**src/rtl/hash_msg_bank.sv**
```systemverilog
module hash_msg_bank #(
  parameter int WORDS = 16,
  parameter int DW    = 32,
  parameter int AW    = 8,
  parameter logic [7:0] CTRL_OFF = 8'h40,
  parameter logic [7:0] STAT_OFF = 8'h44
) (
  input  logic                clk,
  input  logic                rst_n,
  input  logic                periph_rst,
  input  logic                zeroize_i,
  input  logic                s_awvalid,
  output logic                s_awready,
  input  logic [AW-1:0]       s_awaddr,
  input  logic                s_wvalid,
  output logic                s_wready,
  input  logic [DW-1:0]       s_wdata,
  input  logic [DW/8-1:0]     s_wstrb,
  output logic                s_bvalid,
  input  logic                s_bready,
  output logic [1:0]          s_bresp,
  input  logic                s_arvalid,
  output logic                s_arready,
  input  logic [AW-1:0]       s_araddr,
  output logic                s_rvalid,
  input  logic                s_rready,
  output logic [DW-1:0]       s_rdata,
  output logic [1:0]          s_rresp,
  output logic                blk_valid,
  input  logic                blk_ready,
  output logic [WORDS*DW-1:0] blk_data
);
  localparam int SB   = DW / 8;
  localparam int IDXW = $clog2(WORDS);
  localparam int BLKW = WORDS * DW;
  localparam logic [1:0] RESP_OK  = 2'b00;
  localparam logic [1:0] RESP_ERR = 2'b10;

  logic [DW-1:0]    words [WORDS];
  logic [BLKW-1:0]  msg_flat;
  logic [WORDS-1:0] wr_mask;
  logic busy_q, done_q, err_q;

  logic wipe, hs, wr_fire, wr_is_data, wr_is_ctrl, data_we, start_req, full;
  logic rd_fire, rd_is_data, rd_is_stat;
  logic [IDXW-1:0] widx, ridx;
  logic [DW-1:0] rd_mux;

  assign wipe       = zeroize_i || periph_rst;
  assign hs         = busy_q && blk_ready;
  assign full       = &wr_mask;

  assign wr_fire    = s_awvalid && s_wvalid && !s_bvalid;
  assign s_awready  = wr_fire;
  assign s_wready   = wr_fire;
  assign wr_is_data = (s_awaddr[1:0] == 2'b00) && (s_awaddr[AW-1:2] < WORDS);
  assign wr_is_ctrl = (s_awaddr == CTRL_OFF);
  assign widx       = s_awaddr[IDXW+1:2];
  assign data_we    = wr_fire && wr_is_data && !busy_q;
  assign start_req  = wr_fire && wr_is_ctrl && s_wdata[0] && s_wstrb[0] && !busy_q;

  assign s_arready  = !s_rvalid;
  assign rd_fire    = s_arvalid && s_arready;
  assign rd_is_data = (s_araddr[1:0] == 2'b00) && (s_araddr[AW-1:2] < WORDS);
  assign rd_is_stat = (s_araddr == STAT_OFF);
  assign ridx       = s_araddr[IDXW+1:2];

  genvar g;
  generate
    for (g = 0; g < WORDS; g++) begin : g_word
      always_ff @(posedge clk or negedge rst_n) begin
        if (!rst_n) begin
          words[g] <= '0;
        end else if (wipe || hs) begin
          words[g] <= '0;
        end else if (data_we && widx == IDXW'(g)) begin
          for (int b = 0; b < SB; b++)
            if (s_wstrb[b]) words[g][8*b +: 8] <= s_wdata[8*b +: 8];
        end
      end
      assign msg_flat[g*DW +: DW] = words[g];
    end
  endgenerate

  always_ff @(posedge clk or negedge rst_n) begin
    if (!rst_n) begin
      wr_mask <= '0;
      busy_q  <= 1'b0;
      done_q  <= 1'b0;
      err_q   <= 1'b0;
    end else if (wipe) begin
      wr_mask <= '0;
      busy_q  <= 1'b0;
      done_q  <= 1'b0;
      err_q   <= 1'b0;
    end else if (hs) begin
      wr_mask <= '0;
      busy_q  <= 1'b0;
      done_q  <= 1'b1;
    end else begin
      if (data_we && |s_wstrb) wr_mask[widx] <= 1'b1;
      if (start_req) begin
        err_q <= !full;
        if (full) begin
          busy_q <= 1'b1;
          done_q <= 1'b0;
        end
      end
    end
  end

  always_comb begin
    rd_mux = '0;
    if (rd_is_data && !busy_q) rd_mux = words[ridx];
    else if (rd_is_stat)       rd_mux = DW'({err_q, done_q, busy_q});
  end

  always_ff @(posedge clk or negedge rst_n) begin
    if (!rst_n) begin
      s_bvalid <= 1'b0;
      s_bresp  <= RESP_OK;
      s_rvalid <= 1'b0;
      s_rdata  <= '0;
    end else if (periph_rst) begin
      s_bvalid <= 1'b0;
      s_bresp  <= RESP_OK;
      s_rvalid <= 1'b0;
      s_rdata  <= '0;
    end else begin
      if (wr_fire) begin
        s_bvalid <= 1'b1;
        s_bresp  <= (wr_is_data && busy_q) ? RESP_ERR : RESP_OK;
      end else if (s_bready) begin
        s_bvalid <= 1'b0;
      end
      if (rd_fire) begin
        s_rvalid <= 1'b1;
        s_rdata  <= rd_mux;
      end else if (s_rready) begin
        s_rvalid <= 1'b0;
        s_rdata  <= '0;
      end
    end
  end

  assign s_rresp   = RESP_OK;
  assign blk_valid = busy_q;
  assign blk_data  = busy_q ? msg_flat : '0;
endmodule


```
**config.mk**
```make
export PLATFORM = sky130hd
export DESIGN_NAME = hash_msg_bank
export DESIGN_NICKNAME = d
export VERILOG_FILES = /design/src/rtl/hash_msg_bank.sv
export SDC_FILE = /design/constraint.sdc
export NUM_CORES = 1
export LEC_CHECK = 0
export BUFFER_PORTS_ARGS = -buffer_cell sky130_fd_sc_hd__buf_2
export CAP_MARGIN = 5
export CORE_MARGIN = 5
export CORE_UTILIZATION = 56
export CTS_BUF_LIST = sky130_fd_sc_hd__clkbuf_16
export CTS_CLUSTER_DIAMETER = 150
export DETAILED_ROUTE_END_ITERATION = 16
export GPL_ROUTABILITY_DRIVEN = 0
export PLACE_DENSITY = 0.81
export SYNTH_ARGS = -nofsm -noshare
export SYNTH_HDL_FRONTEND = slang
export SYNTH_SLANG_ARGS = --single-unit
```
**constraint.sdc**
```tcl
create_clock -name clk -period 2.24 [get_ports clk]
set_input_delay 0.224 -clock clk [delete_from_list [all_inputs] [get_ports clk]]
set_output_delay 0.224 -clock clk [all_outputs]
set_load 0.01 [all_outputs]
```
==> impl_results.md <==
- Clock network power share: 45.2%
- Critical path's slowest cell: dfrtp_4
- Count of pins over their slew limit: 0
- Critical Path End: blk_data[277]
- Share of cells above drive strength 1: 30.56%
- Fmax: 414.6 MHz
- Uppermost routed layer: met5
- Starting density of the core: 56.76%
- Initial antenna violation count: 16
- DR DRC count: 0
- Crit Reg-Reg Endpoint: msg_flat[132]
- Multi-input combinational cell area: 16210 um2
- Core area: 55310 um2
- CTS max path bufs: 3
- Clock root buffer: clkbuf_16
- Crit-path max cell delay: 0.52 ns
- Seq cells post-synth: 566
- Tmin final: 2.412 ns
- Overflow left after global routing: 0
- Syn. warnings: 0
- Setup Skew: 0.02629 ns
- DRT iter0 DRCs: 3350
- Die Span Y: 246.8 um
- Num CTS Buffers: 57
- Sum of buffers and inverters on the critical path: 2
- Status: complete, but fails checks
- Sequential Power Share: 47.7%
- EDFF count, synth: 0
- Slew @ Worst Pin: 0.8052 ns
- Htree depth: 2
- Crit path max fanout: 216
- Delay-heaviest family, CP: flip-flops
- Routed vias: 27390
- Async SR Flop Fraction: 100.0%
- Die Wd: 246.8 um
- Setup crit start kind: register
- Area grow syn2layout: 22.50%
- Core Util, Final: 69.53%
- Final nets: 3556
- Synth Instances: 2888
- Worst Setup Path Type: reg -> out
- Pwr Total: 21.46 mW
- Arr. time, crit path: 2.19 ns
- CP cell instances: buf_16 > and2_2 > buf_2
- # placed instances: 4157
- Hold_ws: 0.04873 ns
- Clk sink count: 566
- TritonCTS clock tree: built
- Synth Flop Type: dfrtp_1
- Switching Power: 5.347 mW
- WL/cell: 27.69 um
- Failing checks: setup timing
- I/O pin cnt: 616
- Register area: 14170 um2
- Largest net degree at the start of global routing: 217
- ANT nets after route: 0
- Worst Setup SP: blk_valid
- Routed WL: 119000 um
- Die Footprint: 60890 um2
- P_leak: 21.58 nW
- Stages on worst setup path: 3
- Post-DP HPWL: 85290 um
- Max_cap viols: 0
- Finished Layout Cells: 4299
- Routed met3 length: 14090 um
- Fin crit share: 107.7%
- Max-Slew Margin vs Limit: 45.83%
- Worst VDD drop: 0.5934 mV
- Seq/Total Area, Yosys: 45.12%
- R2R Setup Slk: -0.14 ns
- Filler cells: 3970
- Logic pwr share: 7.1%
- Cell Rows: 86
- Power density cells: 558.0 nW/um2
- First-pass GRT wire length: 174100 um
- Routed met1 length: 44790 um
- Worst Hold Class: in -> reg
- Cell variety after synth: 57
- Final setup viols: 261
- Tot GR Track Use: 37.57%
- Router iterations before antenna repair: 5
- Final setup margin: -0.1722 ns
- RSZ-0062 raised after global routing: yes
- IO Port Bufs: 612
- WP data required: 2.02 ns
- Internal Power: 16.11 mW
- Reg2reg path depth: 7
- Worst r2r src: blk_valid
- Final hold viol count: 0
- Clk_lat worst skew: 0.64 ns
- Switching share of power: 24.92%
- Metal2 WL: 54380 um
- Mapped Area: 31390 um2
- Setup crit end kind: output port
- Clk slew on worst S/H paths: 0.07 ns
- Post-synthesis average cell area: 10.87 um2
- Vias in the first global route: 26980
- Vias per cell: 6.370
cell usage in the layout, fill, tap and decap left out, types with 8 or more instances in the layout:
cell type | Yosys | final
a21oi_1 | 84 | 84
a22o_1 | 29 | 29
and2_1 | 517 | 505
buf_12 | 1 | 40
buf_2 | 44 | 608
buf_4 | 20 | 112
buf_6 | 9 | 9
clkbuf_16 | 0 | 61
clkinv_1 | 0 | 15
clkinv_2 | 0 | 10
dfrtp_1 | 566 | 565
diode_2 | 0 | 11
dlygate4sd3_1 | 0 | 10
inv_1 | 1 | 10
mux2i_1 | 540 | 539
mux4_2 | 126 | 126
nand2_1 | 164 | 163
nand3_1 | 67 | 67
nand4_1 | 12 | 12
nand4_2 | 40 | 36
nand4_4 | 8 | 12
nor2_1 | 408 | 408
nor4_1 | 8 | 8
sequential cells by signal, summed over array words and instances, names as in the netlist:
register,flops
wr_mask,16
s_rdata,32
msg_flat,512
done_q,1
s_bvalid,1
blk_valid,1
s_rvalid,1
err_q,1
s_bresp,1
layer usage:
| layer | vias to the layer above | global-route usage, % |
|---|---|---|
| met4 | 14 | 14.23 |
| met1 | 13700 | 51.92 |
| met3 | 393 | 9.112 |
| met2 | 2112 | 58.26 |
| li1 | 11170 | - |
| met5 | - | 0 |
worst min path at each step:
| stage | from | endpoint | slack, ns | cells after the start |
|---|---|---|---|---|
| finish | s_wdata[21] | msg_flat[181] | 0.05 | 3 |
| global route | s_wdata[13] | msg_flat[173] | 0.05 | 3 |
| CTS | s_wdata[31] | msg_flat[191] | 0.004 | 3 |
| detailed placement | rst_n | msg_flat[316] | 0.27 | 1 |
| global placement | rst_n | msg_flat[316] | 0.27 | 1 |
| floorplan | rst_n | blk_valid | -0.07 | 0 |
cells by family (layout without fill, tap and decap cells):
kind of cell / Yosys count / count (layout) / share of synthesized area (%)
AND/OR/NAND/NOR: 1276 / 1276 / 22.38
multiplexers: 667 / 667 / 26.29
flip-flops: 566 / 566 / 45.12
buffers and inverters: 250 / 900 / 3.679
AO/OA/AOI/OAI: 128 / 128 / 2.515
other: 1 / 14 / 0.01195
through the flow:
step	setup TNS, ns	instance area, um2	worst slack (ns)
floorplan	0	31400	0.3734
global placement	0	36020	0.07921
detailed placement	0	36020	0.01682
CTS	-7.102	38220	-0.08557
global route	-28.33	38450	-0.2053
finish	-17.04	38450	-0.1722
power groups by stage:
stage,Combinational (mW),Sequential (mW),Clock [mW]
after CTS,1.45,10.2,9.70
after global routing,1.61,10.2,10.1
final,1.53,10.2,9.70
after global placement,1.40,10.4,0
after floorplan,0.683,10.4,0
after detailed placement,1.44,10.4,0
what timing repair did:
action | 4_1_cts | 5_1_grt
buffers inserted | 2 | 4
hold endpoints to repair | 59 | 0
gates cloned | 6 | 4
setup endpoints to repair | 437 | 467
pin swaps | 1 | 2
hold buffers | 10 | 0
resized for setup | 17 | 27
tightest hold or removal path, delay by kind of cell:
kind / cells / cell delay [ns]
buffers and inverters: 1 / 0.22
AOI/OAI and AO/OA: 1 / 0.06
and+or+nand+nor: 1 / 0.12
final cells by class:
| type | count | area share, % |
|---|---|---|
| inverter | 3 | 0.04230 |
| multi-input combinational | 2074 | 42.16 |
| clock buffer | 59 | 3.840 |
| sequential | 566 | 36.84 |
| tap | 748 | 2.434 |
| timing repair buffer | 792 | 13.64 |
| antenna | 11 | 0.07158 |
| clock inverter | 46 | 0.9664 |
Yosys cell counts, types with 3 or more instances:
cell type / count / area share, %
a21oi_1: 84 / 1.3
a22o_1: 29 / 0.81
and2_1: 517 / 10
and3_1: 5 / 0.10
and3b_1: 4 / 0.11
and4bb_2: 3 / 0.12
buf_1: 11 / 0.13
buf_2: 44 / 0.70
buf_4: 20 / 0.48
buf_6: 9 / 0.32
clkbuf_1: 160 / 1.9
dfrtp_1: 566 / 45
mux2i_1: 540 / 17
mux4_2: 126 / 9.0
nand2_1: 164 / 2.0
nand2b_1: 5 / 0.10
nand3_1: 67 / 1.1
nand3_2: 4 / 0.13
nand4_1: 12 / 0.24
nand4_2: 40 / 1.6
nand4_4: 8 / 0.54
nor2_1: 408 / 4.9
nor3_1: 3 / 0.048
nor3b_2: 4 / 0.16
nor4_1: 8 / 0.16
or3_1: 3 / 0.060
No activity file was read; power rests on OpenSTA's default activity.
